===== config.mk =====
export PLATFORM = sky130hd
export DESIGN_NAME = slt_alu
export DESIGN_NICKNAME = d
export VERILOG_FILES = /design/src/rtl/alu_slice_pkg.sv /design/src/rtl/alu_bit_slice.sv /design/src/rtl/alu_msb_flags.sv /design/src/rtl/alu_zero_detect.sv /design/src/rtl/slt_alu.sv
export SDC_FILE = /design/constraint.sdc
export NUM_CORES = 1
export LEC_CHECK = 0
export BUFFER_PORTS_ARGS = -buffer_cell sky130_fd_sc_hd__buf_2
export CAP_MARGIN = 20
export CORE_MARGIN = 2
export CORE_UTILIZATION = 50
export DETAILED_ROUTE_END_ITERATION = 10
export PLACE_DENSITY = 0.9
export SYNTH_ARGS = -nofsm -noshare
export SYNTH_HDL_FRONTEND = slang
export SYNTH_HIERARCHICAL = 1
export SYNTH_SLANG_ARGS = --single-unit
export TNS_END_PERCENT = 20

===== constraint.sdc =====
create_clock -name vclk -period 17.3
set_input_delay 0 -clock vclk [all_inputs]
set_output_delay 0 -clock vclk [all_outputs]
set_load 0.02 [all_outputs]

===== src/rtl/alu_slice_pkg.sv =====
package alu_slice_pkg;

  typedef enum logic [1:0] {
    FN_AND  = 2'd0,
    FN_OR   = 2'd1,
    FN_SUM  = 2'd2,
    FN_LESS = 2'd3
  } alu_fn_e;

  // sum bit of a one-bit full adder
  function automatic logic fa_sum(input logic x, input logic y, input logic c);
    return x ^ y ^ c;
  endfunction

  // carry out of a one-bit full adder (majority of the three inputs)
  function automatic logic fa_carry(input logic x, input logic y, input logic c);
    return (x & y) | (x & c) | (y & c);
  endfunction

  // four-way pick by function select
  function automatic logic fn_pick(input alu_fn_e fn, input logic v_and,
                                   input logic v_or, input logic v_sum,
                                   input logic v_less);
    logic r;
    unique case (fn)
      FN_AND:  r = v_and;
      FN_OR:   r = v_or;
      FN_SUM:  r = v_sum;
      default: r = v_less;
    endcase
    return r;
  endfunction

  // signed overflow from the carries around the top bit
  function automatic logic top_overflow(input logic c_in, input logic c_out);
    return c_in ^ c_out;
  endfunction

endpackage


===== src/rtl/alu_bit_slice.sv =====
module alu_bit_slice
  import alu_slice_pkg::*;
(
  input  logic    a_i,
  input  logic    b_i,
  input  logic    b_inv_i,
  input  logic    cin_i,
  input  logic    less_i,
  input  alu_fn_e fn_i,
  output logic    res_o,
  output logic    sum_o,
  output logic    cout_o
);

  logic b_eff_w;
  logic and_w;
  logic or_w;

  assign b_eff_w = b_i ^ b_inv_i;
  assign and_w   = a_i & b_eff_w;
  assign or_w    = a_i | b_eff_w;
  assign sum_o   = fa_sum(a_i, b_eff_w, cin_i);
  assign cout_o  = fa_carry(a_i, b_eff_w, cin_i);
  assign res_o   = fn_pick(fn_i, and_w, or_w, sum_o, less_i);

endmodule


===== src/rtl/alu_msb_flags.sv =====
module alu_msb_flags
  import alu_slice_pkg::*;
(
  input  logic cin_i,
  input  logic cout_i,
  input  logic sum_i,
  output logic set_o,
  output logic ovf_o
);

  logic ovf_w;

  assign ovf_w = top_overflow(cin_i, cout_i);
  // true sign of the arithmetic result, corrected when the top bit wrapped
  assign set_o = sum_i ^ ovf_w;
  assign ovf_o = ovf_w;

endmodule


===== src/rtl/alu_zero_detect.sv =====
module alu_zero_detect #(
  parameter int WIDTH = 32
) (
  input  logic [WIDTH-1:0] vec_i,
  output logic             zero_o
);

  localparam int GROUP  = 4;
  localparam int NGROUP = (WIDTH + GROUP - 1) / GROUP;
  localparam int PADW   = NGROUP * GROUP;

  logic [PADW-1:0]   pad_w;
  logic [NGROUP-1:0] grp_any_w;

  assign pad_w = {{(PADW-WIDTH){1'b0}}, vec_i};

  for (genvar g = 0; g < NGROUP; g++) begin : g_grp
    assign grp_any_w[g] = |pad_w[g*GROUP +: GROUP];
  end

  assign zero_o = ~|grp_any_w;

endmodule


===== src/rtl/slt_alu.sv =====
module slt_alu
  import alu_slice_pkg::*;
#(
  parameter int WIDTH = 32
) (
  input  logic [WIDTH-1:0] a_i,
  input  logic [WIDTH-1:0] b_i,
  input  logic [1:0]       op_i,
  input  logic             b_inv_i,
  output logic [WIDTH-1:0] result_o,
  output logic             zero_o,
  output logic             ovf_o
);

  localparam int MSB = WIDTH - 1;

  alu_fn_e          fn_w;
  logic [WIDTH-1:0] res_w;
  logic [WIDTH-1:0] sum_w;
  logic             set_w;
  logic             msb_cin_w;
  logic             msb_cout_w;

  assign fn_w = alu_fn_e'(op_i);

  for (genvar i = 0; i < WIDTH; i++) begin : g_slice
    logic cin_w;
    logic cout_w;
    logic less_w;
    if (i == 0) begin : g_lsb
      assign cin_w  = b_inv_i;
      assign less_w = set_w;
    end else begin : g_upper
      assign cin_w  = g_slice[i-1].cout_w;
      assign less_w = 1'b0;
    end
    alu_bit_slice u_slice (
      .a_i    (a_i[i]),
      .b_i    (b_i[i]),
      .b_inv_i(b_inv_i),
      .cin_i  (cin_w),
      .less_i (less_w),
      .fn_i   (fn_w),
      .res_o  (res_w[i]),
      .sum_o  (sum_w[i]),
      .cout_o (cout_w)
    );
  end

  assign msb_cin_w  = g_slice[MSB].cin_w;
  assign msb_cout_w = g_slice[MSB].cout_w;

  alu_msb_flags u_flags (
    .cin_i (msb_cin_w),
    .cout_i(msb_cout_w),
    .sum_i (sum_w[MSB]),
    .set_o (set_w),
    .ovf_o (ovf_o)
  );

  alu_zero_detect #(.WIDTH(WIDTH)) u_zero (
    .vec_i (res_w),
    .zero_o(zero_o)
  );

  assign result_o = res_w;

endmodule


# --- Word-level counts from Yosys, hierarchy flattened ---
# Cells that the tools add are included.
totals:
  ram_bits: 0
  memories: 0
  regBits: 0
  rom_bits: 0
  latchBits: 0
  output_inout_bits: 34
op_classes:
  muxes: 32
  n_lt_le_gt_ge: 0
  n_shift: 0
  reduce_logical: 3
  n_div: 0
  addsub: 0
  n_bitwise: 290
  n_mul: 0
  n_eq_ne: 2
ops:
  columns: ["op", "n"]
  rows:
  - ["bitwise XOR 1 bit", 98]
  - ["AND 1 bit", 96]
  - ["bitwise OR 1 bit", 96]
  - ["case mux 1 bit (3 select lines)", 32]
  - ["OR reduction 32 bit", 1]
  - ["== test 2 x 1 -> 1 bit, second input constant", 1]
  - ["== test 2 bit, second input constant", 1]
  - ["logical NOT 2 bit", 1]
  - ["logical NOT 1 bit", 1]

# --- Logic depth before layout (Yosys ltp) ---
# Gate-level depths: netlist of the first run.
logic_depth:
  depth_word: 102
  depth_mapped: 102

# --- By module ---
# The synthesis of the first run kept the hierarchy.
modules_own_cells:
  columns: ["module", "cells_per_inst", "n_inst", "area_per_inst_um2", "seq_area_each_um2"]
  rows:
  - ["alu_bit_slice", 11, 32, 98.8, 0.0]
  - ["alu_zero_detect", 11, 1, 72.6, 0.0]
  - ["alu_msb_flags", 2, 1, 32.5, 0.0]
  - ["slt_alu", 1, 1, 3.8, 0.0]

# --- Worst setup path after synthesis of the first run ---
# OpenSTA, ideal clock, no wires.
synth_timing:
  path_kind: "input port to output port"
  startpoint: "in b_inv_i"
  endpoint: "out zero_o"
  path_stages: 102
  required_time_ns: 17.300
  arrival_ns: 16.806
  slack_ns: 0.494
  cell_sequence: "xor2_1 -> inv_1 -> fa_1 -> inv_1 -> inv_1 -> fa_1 -> inv_1 -> inv_1 -> fa_1 -> inv_1 -> inv_1 -> fa_1 -> inv_1 -> inv_1 -> fa_1 -> inv_1 -> inv_1 -> fa_1 -> [66 not listed] -> inv_1 -> inv_1 -> fa_1 -> inv_1 -> inv_1 -> fa_1 -> inv_1 -> inv_1 -> fa_1 -> inv_1 -> inv_1 -> fa_1 -> inv_1 -> xor3_1 -> mux4_2 -> nor4_1 -> nand4_1 -> nor2_1"
synth_via:
  elab_chain_cells: 102
  elab_cells_between_ends: 324
  cone_classes: "32 x mux; 290 x bitwise; 2 x reduce/logical"
synth_lines:
  columns: ["item", "line_no", "source"]
  rows:
  - ["start, declared", "slt_alu.sv:9", "input logic b_inv_i,"]
  - ["bitwise XOR 1 bit", "alu_bit_slice.sv:19", "assign b_eff_w = b_i ^ b_inv_i;"]
  - ["AND 1 bit", "alu_slice_pkg.sv:17", "return (x & y) | (x & c) | (y & c);"]
  - ["bitwise OR 1 bit", "alu_slice_pkg.sv:17", null]
  - ["bitwise OR 1 bit (*)", "alu_slice_pkg.sv:17", null]
  - ["named net g_slice[0].cout_w", "slt_alu.sv:28", "logic cout_w;"]
  - ["AND 1 bit", "alu_slice_pkg.sv:17", null]
  - ["bitwise OR 1 bit", "alu_slice_pkg.sv:17", null]
  - ["bitwise OR 1 bit (*)", "alu_slice_pkg.sv:17", null]
  - ["named net g_slice[1].cout_w", "slt_alu.sv:28", null]
  - ["[3 not listed]", null, null]
  - ["named net g_slice[2].cout_w", "slt_alu.sv:28", null]
  - ["[3 not listed]", null, null]
  - ["named net g_slice[3].cout_w", "slt_alu.sv:28", null]
  - ["[3 not listed]", null, null]
  - ["named net g_slice[4].cout_w", "slt_alu.sv:28", null]
  - ["[3 not listed]", null, null]
  - ["named net g_slice[5].cout_w", "slt_alu.sv:28", null]
  - ["[3 not listed]", null, null]
  - ["named net g_slice[6].cout_w", "slt_alu.sv:28", null]
  - ["[3 not listed]", null, null]
  - ["named net g_slice[7].cout_w", "slt_alu.sv:28", null]
  - ["[3 not listed]", null, null]
  - ["named net g_slice[8].cout_w", "slt_alu.sv:28", null]
  - ["[3 not listed]", null, null]
  - ["named net g_slice[10].cin_w", "slt_alu.sv:27", "logic cin_w;"]
  - ["[3 not listed]", null, null]
  - ["named net g_slice[10].cout_w", "slt_alu.sv:28", null]
  - ["[3 not listed]", null, null]
  - ["named net g_slice[11].cout_w", "slt_alu.sv:28", null]
  - ["[3 not listed]", null, null]
  - ["named net g_slice[12].cout_w", "slt_alu.sv:28", null]
  - ["[3 not listed]", null, null]
  - ["named net g_slice[13].cout_w", "slt_alu.sv:28", null]
  - ["[3 not listed]", null, null]
  - ["named net g_slice[14].cout_w", "slt_alu.sv:28", null]
  - ["[3 not listed]", null, null]
  - ["named net g_slice[15].cout_w", "slt_alu.sv:28", null]
  - ["[3 not listed]", null, null]
  - ["named net g_slice[16].cout_w", "slt_alu.sv:28", null]
  - ["[3 not listed]", null, null]
  - ["named net g_slice[17].cout_w", "slt_alu.sv:28", null]
  - ["[3 not listed]", null, null]
  - ["named net g_slice[18].cout_w", "slt_alu.sv:28", null]
  - ["[3 not listed]", null, null]
  - ["named net g_slice[19].cout_w", "slt_alu.sv:28", null]
  - ["[3 not listed]", null, null]
  - ["named net g_slice[20].cout_w", "slt_alu.sv:28", null]
  - ["[3 not listed]", null, null]
  - ["named net g_slice[21].cout_w", "slt_alu.sv:28", null]
  - ["[3 not listed]", null, null]
  - ["named net g_slice[22].cout_w", "slt_alu.sv:28", null]
  - ["[3 not listed]", null, null]
  - ["named net g_slice[23].cout_w", "slt_alu.sv:28", null]
  - ["[3 not listed]", null, null]
  - ["named net g_slice[24].cout_w", "slt_alu.sv:28", null]
  - ["[3 not listed]", null, null]
  - ["named net g_slice[25].cout_w", "slt_alu.sv:28", null]
  - ["[3 not listed]", null, null]
  - ["named net g_slice[26].cout_w", "slt_alu.sv:28", null]
  - ["[3 not listed]", null, null]
  - ["named net g_slice[27].cout_w", "slt_alu.sv:28", null]
  - ["[3 not listed]", null, null]
  - ["named net g_slice[28].cout_w", "slt_alu.sv:28", null]
  - ["[3 not listed]", null, null]
  - ["named net g_slice[29].cout_w", "slt_alu.sv:28", null]
  - ["[3 not listed]", null, null]
  - ["named net g_slice[30].cout_w", "slt_alu.sv:28", null]
  - ["[3 not listed]", null, null]
  - ["named net g_slice[31].cout_w", "slt_alu.sv:28", null]
  - ["bitwise XOR 1 bit (*)", "alu_slice_pkg.sv:36", "return c_in ^ c_out;"]
  - ["bitwise XOR 1 bit (*)", "alu_msb_flags.sv:15", "assign set_o = sum_i ^ ovf_w;"]
  - ["named net g_slice[0].less_w", "slt_alu.sv:29", "logic less_w;"]
  - ["case mux 1 bit (3 select lines) (*)", "alu_slice_pkg.sv:25", "unique case (fn)"]
  - ["named net result_o[0]", "slt_alu.sv:10", "output logic [WIDTH-1:0] result_o,"]
  - ["OR reduction 32 bit (*)", "alu_zero_detect.sv:21", "assign zero_o = ~|grp_any_w;"]
  - ["logical NOT 1 bit (*)", "alu_zero_detect.sv:21", null]
  - ["end, declared", "slt_alu.sv:11", "output logic zero_o,"]
# Mark *: on every way through the listed nets, which the timed path passes. The rest lies on a longest branch.

# --- Worst setup path in the final report of the first run ---
layout_timing:
  startpoint: "in b_inv_i"
  endpoint: "out zero_o"
layout_via:
  elab_chain_cells: 102
  elab_cells_between_ends: 324
  cone_classes: "32 x mux; 290 x bitwise; 2 x reduce/logical"
layout_lines:
  columns: ["item", "line_no"]
  rows:
  - ["bitwise XOR 1 bit", "alu_bit_slice.sv:19"]
  - ["AND 1 bit", "alu_slice_pkg.sv:17"]
  - ["bitwise OR 1 bit", "alu_slice_pkg.sv:17"]
  - ["bitwise OR 1 bit (*)", "alu_slice_pkg.sv:17"]
  - ["named net g_slice[0].cout_w", "slt_alu.sv:28"]
  - ["AND 1 bit", "alu_slice_pkg.sv:17"]
  - ["bitwise OR 1 bit", "alu_slice_pkg.sv:17"]
  - ["bitwise OR 1 bit (*)", "alu_slice_pkg.sv:17"]
  - ["named net g_slice[1].cout_w", "slt_alu.sv:28"]
  - ["[3 not listed]", null]
  - ["named net g_slice[2].cout_w", "slt_alu.sv:28"]
  - ["[3 not listed]", null]
  - ["named net g_slice[3].cout_w", "slt_alu.sv:28"]
  - ["[3 not listed]", null]
  - ["named net g_slice[4].cout_w", "slt_alu.sv:28"]
  - ["[3 not listed]", null]
  - ["named net g_slice[5].cout_w", "slt_alu.sv:28"]
  - ["[3 not listed]", null]
  - ["named net g_slice[6].cout_w", "slt_alu.sv:28"]
  - ["[3 not listed]", null]
  - ["named net g_slice[7].cout_w", "slt_alu.sv:28"]
  - ["[3 not listed]", null]
  - ["named net g_slice[8].cout_w", "slt_alu.sv:28"]
  - ["[3 not listed]", null]
  - ["named net g_slice[10].cin_w", "slt_alu.sv:27"]
  - ["[3 not listed]", null]
  - ["named net g_slice[10].cout_w", "slt_alu.sv:28"]
  - ["[3 not listed]", null]
  - ["named net g_slice[11].cout_w", "slt_alu.sv:28"]
  - ["[3 not listed]", null]
  - ["named net g_slice[12].cout_w", "slt_alu.sv:28"]
  - ["[3 not listed]", null]
  - ["named net g_slice[13].cout_w", "slt_alu.sv:28"]
  - ["[3 not listed]", null]
  - ["named net g_slice[14].cout_w", "slt_alu.sv:28"]
  - ["[3 not listed]", null]
  - ["named net g_slice[15].cout_w", "slt_alu.sv:28"]
  - ["[3 not listed]", null]
  - ["named net g_slice[16].cout_w", "slt_alu.sv:28"]
  - ["[3 not listed]", null]
  - ["named net g_slice[17].cout_w", "slt_alu.sv:28"]
  - ["[3 not listed]", null]
  - ["named net g_slice[18].cout_w", "slt_alu.sv:28"]
  - ["[3 not listed]", null]
  - ["named net g_slice[19].cout_w", "slt_alu.sv:28"]
  - ["[3 not listed]", null]
  - ["named net g_slice[20].cout_w", "slt_alu.sv:28"]
  - ["[3 not listed]", null]
  - ["named net g_slice[21].cout_w", "slt_alu.sv:28"]
  - ["[3 not listed]", null]
  - ["named net g_slice[22].cout_w", "slt_alu.sv:28"]
  - ["[3 not listed]", null]
  - ["named net g_slice[23].cout_w", "slt_alu.sv:28"]
  - ["[3 not listed]", null]
  - ["named net g_slice[24].cout_w", "slt_alu.sv:28"]
  - ["[3 not listed]", null]
  - ["named net g_slice[25].cout_w", "slt_alu.sv:28"]
  - ["[3 not listed]", null]
  - ["named net g_slice[26].cout_w", "slt_alu.sv:28"]
  - ["[3 not listed]", null]
  - ["named net g_slice[27].cout_w", "slt_alu.sv:28"]
  - ["[3 not listed]", null]
  - ["named net g_slice[28].cout_w", "slt_alu.sv:28"]
  - ["[3 not listed]", null]
  - ["named net g_slice[29].cout_w", "slt_alu.sv:28"]
  - ["[3 not listed]", null]
  - ["named net g_slice[30].cout_w", "slt_alu.sv:28"]
  - ["[2 not listed]", null]
  - ["bitwise OR 1 bit (*)", "alu_slice_pkg.sv:17"]
  - ["named net g_slice[31].cout_w", "slt_alu.sv:28"]
  - ["bitwise XOR 1 bit (*)", "alu_slice_pkg.sv:36"]
  - ["bitwise XOR 1 bit (*)", "alu_msb_flags.sv:15"]
  - ["named net g_slice[0].less_w", "slt_alu.sv:29"]
  - ["case mux 1 bit (3 select lines) (*)", "alu_slice_pkg.sv:25"]
  - ["OR reduction 32 bit (*)", "alu_zero_detect.sv:21"]
  - ["logical NOT 1 bit (*)", "alu_zero_detect.sv:21"]
# Marks and branches as above.

==> results of run 1 <==
## worst max-delay path by stage
stage	from	to	slack, ns	depth (start not counted)
detailed placement	b_inv_i	zero_o	-0.76	104
CTS	b_inv_i	zero_o	0.04	104
finish	b_inv_i	zero_o	0.96	104
floorplan	b_inv_i	zero_o	0.49	102
global route	b_inv_i	zero_o	0.02	104
global placement	b_inv_i	zero_o	-0.35	104
## through the flow
stage	util (%)	area (um2)	hold slack, ns	power, uW
4_1_cts	65.1	4140	0.622	160
3_5_place_dp	64.0	4060	0.622	156
3_3_place_gp	64.0	4060	0.603	145
5_1_grt	66.2	4200	0.644	182
6_report	66.2	4200	0.619	162
2_1_floorplan	-	3380	0.238	104
## where the power goes
part,internal (uW),switching (uW),total [uW]
registers,0,0,0
logic,70.5,91.0,162
clock network,0,0,0
## per-layer routing
layer / vias to the layer above / GRT usage (%) / share of wire [%]
li1: 1281 / - / -
met1: 1260 / 20.5 / 35
met2: 70 / 43.2 / 60
met3: 2 / 1.36 / 4.5
met4: 0 / 2.45 / 0.33
met5: - / 0 / 0
## critical path: cells and delay by family
kind,cells,cell delay (ns)
adders and majority gates,32,11.04
and+or+nand+nor,3,0.55
buffers and inverters,66,3.69
xor gates and xnor gates,2,0.56
muxes,1,0.52
## cells in the final DEF, fill, tap and decap left out, drive strengths merged
| cell | instances |
|---|---|
| buf | 115 |
| mux4 | 32 |
| nor4 | 8 |
| xor3 | 1 |
| inv | 192 |
| conb | 31 |
| xor2 | 33 |
| ha | 64 |
| nand4 | 2 |
| fa | 32 |
| nor2 | 1 |
## cell families (layout without fill, tap and decap cells)
| family | after synthesis | in the layout | synth area share (%) |
|---|---|---|---|
| and+or+nand+nor | 11 | 11 | 2.22 |
| buffers and inverters | 192 | 307 | 22.0 |
| other | 1 | 31 | 0.115 |
| xor gates and xnor gates | 34 | 34 | 9.56 |
| adders and majority gates | 96 | 96 | 44.1 |
| muxes | 32 | 32 | 22.0 |
## final cells by class
class              instances  area (um2)
multi-input cells        204        2770
inverters                192         721
repair buffers           115         616
fillers                  542        2150
well taps                 77        96.3
## timing repair
action,in CTS,in global routing
resized for setup,18,23
gates cloned,0,0
endpoints found under the setup margin,2,2
setup buffers,2,2
pin swaps,5,10
==> flow_metrics.py, run 1 <==
metrics = {
    "final_layout": {
        "stdcell_count": 588,
        "nets": 676,
        "clkbuf_count": 0,
        "regArea_um2": 0,
        "area_growth_pct": 28.5,
        "n_antenna_cell": 0,
        "drive_gt1_share_pct": 36.2,
        "seq_cell_count": 0,
    },
    "min_path": {
        "min_to": "result_o[12]",
        "hp-start": "a_i[12]",
        "hold_depth": 4,
        "hold_class": "primary input to primary output",
    },
    "flow_run": {
        "max_cap_violations": 0,
    },
    "yosys": {
        "syn_inst": 366,
        "ys_warn_count": 6,
        "ys_seq_area_share_pct": 0,
        "synth_area_per_cell_um2": 8.94,
        "yosys-top-cells-area": "ha_1 (24%), inv_1 (22%), mux4_2 (22%), fa_1 (20%), xor2_1 (8.8%)",
        "synth_top_area_share_pct": 24.5,
        "synth_top_area_cell": "ha_1",
        "syn_area_um2": 3270,
        "yosysMostFrequentCell": "inv_1",
        "ys_types": 11,
        "yosys-top-cells-count": "inv_1 (192), ha_1 (64), xor2_1 (33)",
    },
    "grt": {
        "grt_pass1_vias": 2863,
        "grt-ovfl-total": 0,
        "grt_max_degree": 33,
        "grt_antenna_before_repair": 0,
        "grt_usage_pct": 19.8,
        "grt_pass1_wl_um": 11800,
    },
    "timing": {
        "relSlewSlack_pct": 40.4,
        "finalWorstSetupSlack_ns": 0.959,
        "clock.fmax_mhz": 61.2,
        "setup_viol": 0,
        "setup_tns_ns": 0,
        "slew_violations": 0,
        "tightest_slew_ns": 0.895,
        "hold_viol": 0,
        "fin_crit_ns": 16.34,
        "finalCritPeriodShare_pct": 94.5,
        "rsz0062_at_grt": "false",
    },
    "setup_path": {
        "end_kind": "primary output",
        "crit_required_ns": 17.30,
        "crit_slowest_cell": "mux4_2",
        "worstSetupPathType": "primary input to primary output",
        "cp_common_cell": "inv_1",
        "start_kind": "primary input",
        "cp_slowest_stage_delay_ns": 0.52,
        "worstPathArrival_ns": 16.34,
        "crit_path_max_fanout": 3,
    },
    "placed_design": {
        "dp.cells": 584,
        "io_buffers": 101,
        "gp_congestion": 0.769,
        "hpwl_um": 6140,
        "dpl_worst_slack_ns": -0.756,
    },
    "route": {
        "vias": 2613,
        "wire_per_inst_um": 11.8,
        "wl_um": 6930,
        "drc_errors": 0,
        "routed_via_density": 4.44,
        "first_pass_iters": 4,
        "first_iter_violations": 34,
        "postRouteAntennaNets": 0,
    },
    "cts": {
        "cts_hold_buf": 0,
    },
    "floorplanning": {
        "die_w_um": 84.9,
        "rows": 29,
        "chipHeight_um": 84.9,
        "core_area_um2": 6350,
        "io_pins": 101,
        "start_util_pct": 51.5,
        "die_area_um2": 7210,
    },
    "status": {
        "status": "complete, no violations",
    },
    "pwr": {
        "p_per_area_nw_per_um2": 38.4,
        "vdd_drop_max_mv": 0.0345,
        "cellLeakagePower_uw": 0.00259,
    },
}
Power figures use the tool's default switching activity.
==> inputs of run 2 (changes only) <==
MAX_ROUTING_LAYER = met4   (was unset)
SKIP_LAST_GASP = 1   (was unset)
==> run 2 against run 1 <==
Count of clock-buffer cells in the layout unchanged. Critical path depth unchanged. First-iteration DRC count unchanged. Worst hold slack unchanged. Combinational power about the same. Worst setup slack about the same. Global-route usage up 0.60 points. Non-clock buffer count unchanged. Critical path type unchanged. Largest cell class unchanged. Highest routed layer unchanged.
==> flow_metrics.py, run 2 (synthesis results as in run 1) <==
metrics = {
    "timing": {
        "hold_viol": 0,
        "tightest_slew_ns": 0.894,
        "relSlewSlack_pct": 40.4,
        "fin_crit_ns": 16.34,
        "finalCritPeriodShare_pct": 94.5,
        "slew_violations": 0,
        "setup_viol": 0,
        "rsz0062_at_grt": "false",
        "clock.fmax_mhz": 61.2,
    },
    "status": {
        "status": "complete, no violations",
    },
    "pwr": {
        "p_per_area_nw_per_um2": 38.4,
        "vdd_drop_max_mv": 0.0345,
        "cellLeakagePower_uw": 0.00259,
    },
    "final_layout": {
        "n_antenna_cell": 0,
        "area_growth_pct": 28.5,
        "nets": 676,
        "final_util_pct": 66.2,
        "regArea_um2": 0,
        "stdcell_count": 588,
        "drive_gt1_share_pct": 36.2,
        "final_common_cell": "inv_1",
        "post-route-cell-area_um2": 4200,
        "clkbuf_count": 0,
        "final_cell_mix": "inv_1 (184), buf_2 (99), ha_1 (64)",
        "seq_cell_count": 0,
    },
    "route": {
        "first_pass_iters": 4,
        "wl_um": 6930,
        "vias": 2613,
        "postRouteAntennaNets": 0,
        "routed_via_density": 4.44,
        "first_iter_violations": 34,
        "drc_errors": 0,
        "wire_per_inst_um": 11.8,
    },
    "floorplanning": {
        "chipHeight_um": 84.9,
        "rows": 29,
        "start_util_pct": 51.5,
        "core_area_um2": 6350,
        "die_area_um2": 7210,
        "io_pins": 101,
        "die_w_um": 84.9,
    },
    "min_path": {
        "hp-start": "a_i[12]",
        "hold_class": "primary input to primary output",
        "hold_depth": 4,
        "min_to": "result_o[12]",
    },
    "setup_path": {
        "worstPathArrival_ns": 16.34,
        "cp_slowest_stage_delay_ns": 0.52,
        "start_kind": "primary input",
        "crit_required_ns": 17.30,
        "cp_common_cell": "inv_1",
        "crit_slowest_cell": "mux4_2",
        "worstSetupPathType": "primary input to primary output",
        "end_kind": "primary output",
        "crit_path_max_fanout": 3,
    },
    "placed_design": {
        "io_buffers": 101,
        "gp_congestion": 0.779,
        "placed_cell_area_um2": 4060,
        "dp.cells": 584,
        "hpwl_um": 6140,
    },
    "flow_run": {
        "max_cap_violations": 0,
    },
    "cts": {
        "cts_hold_buf": 0,
    },
    "grt": {
        "grt_max_degree": 33,
        "grt_pass1_vias": 2863,
        "grt_usage_pct": 20.4,
        "grt-ovfl-total": 0,
        "grt_pass1_wl_um": 11800,
        "grt_antenna_before_repair": 0,
    },
}
[run 2: critical path, delay by kind of cell]
kind / cells / cell delay (ns)
xor gates and xnor gates: 2 / 0.56
buffers and inverters: 66 / 3.69
muxes: 1 / 0.52
adders and majority gates: 32 / 11.04
and+or+nand+nor: 3 / 0.55
[run 2: repair_timing]
action / 4_1_cts / 5_1_grt
gates resized for setup: 18 / 23
buffers inserted: 2 / 2
endpoints found under the setup margin: 2 / 2
pin swaps: 5 / 10
[run 2: final cells by class]
class / instances / area (um2)
Fill cell: 542 / 2150
Inverter: 192 / 721
Multi-Input combinational cell: 204 / 2770
Tap cell: 77 / 96.3
Timing Repair Buffer: 115 / 616
[run 2: through the flow]
step | TNS (ns) | hold slack [ns] | power, uW | setup slack, ns
6_report | 0 | 0.619 | 162 | 0.959
5_1_grt | 0 | 0.644 | 182 | 0.0200
4_1_cts | 0 | 0.622 | 160 | 0.0358
3_5_place_dp | -0.802 | 0.622 | 156 | -0.756
3_3_place_gp | -0.347 | 0.603 | 145 | -0.347
2_1_floorplan | 0 | 0.238 | 104 | 0.494
[run 2: routing by layer]
metal	global-route usage, %	up-vias	part of all wire, %
li1	-	1281	-
met5	-	-	0
met2	43.2	70	60
met3	1.07	2	4.3
met4	2.45	0	0.33
met1	20.7	1260	36
[run 2: worst max path at each step]
stage                  end  startpoint  cells past startpoint
global route        zero_o     b_inv_i                    104
CTS                 zero_o     b_inv_i                    104
floorplan           zero_o     b_inv_i                    102
finish              zero_o     b_inv_i                    104
global placement    zero_o     b_inv_i                    104
detailed placement  zero_o     b_inv_i                    104
[run 2: where the power goes]
part | internal [uW] | leakage, uW | switching (uW) | total [uW]
Clock | 0 | 0 | 0 | 0
Sequential | 0 | 0 | 0 | 0
Combinational | 70.5 | 0.00259 | 91.0 | 162
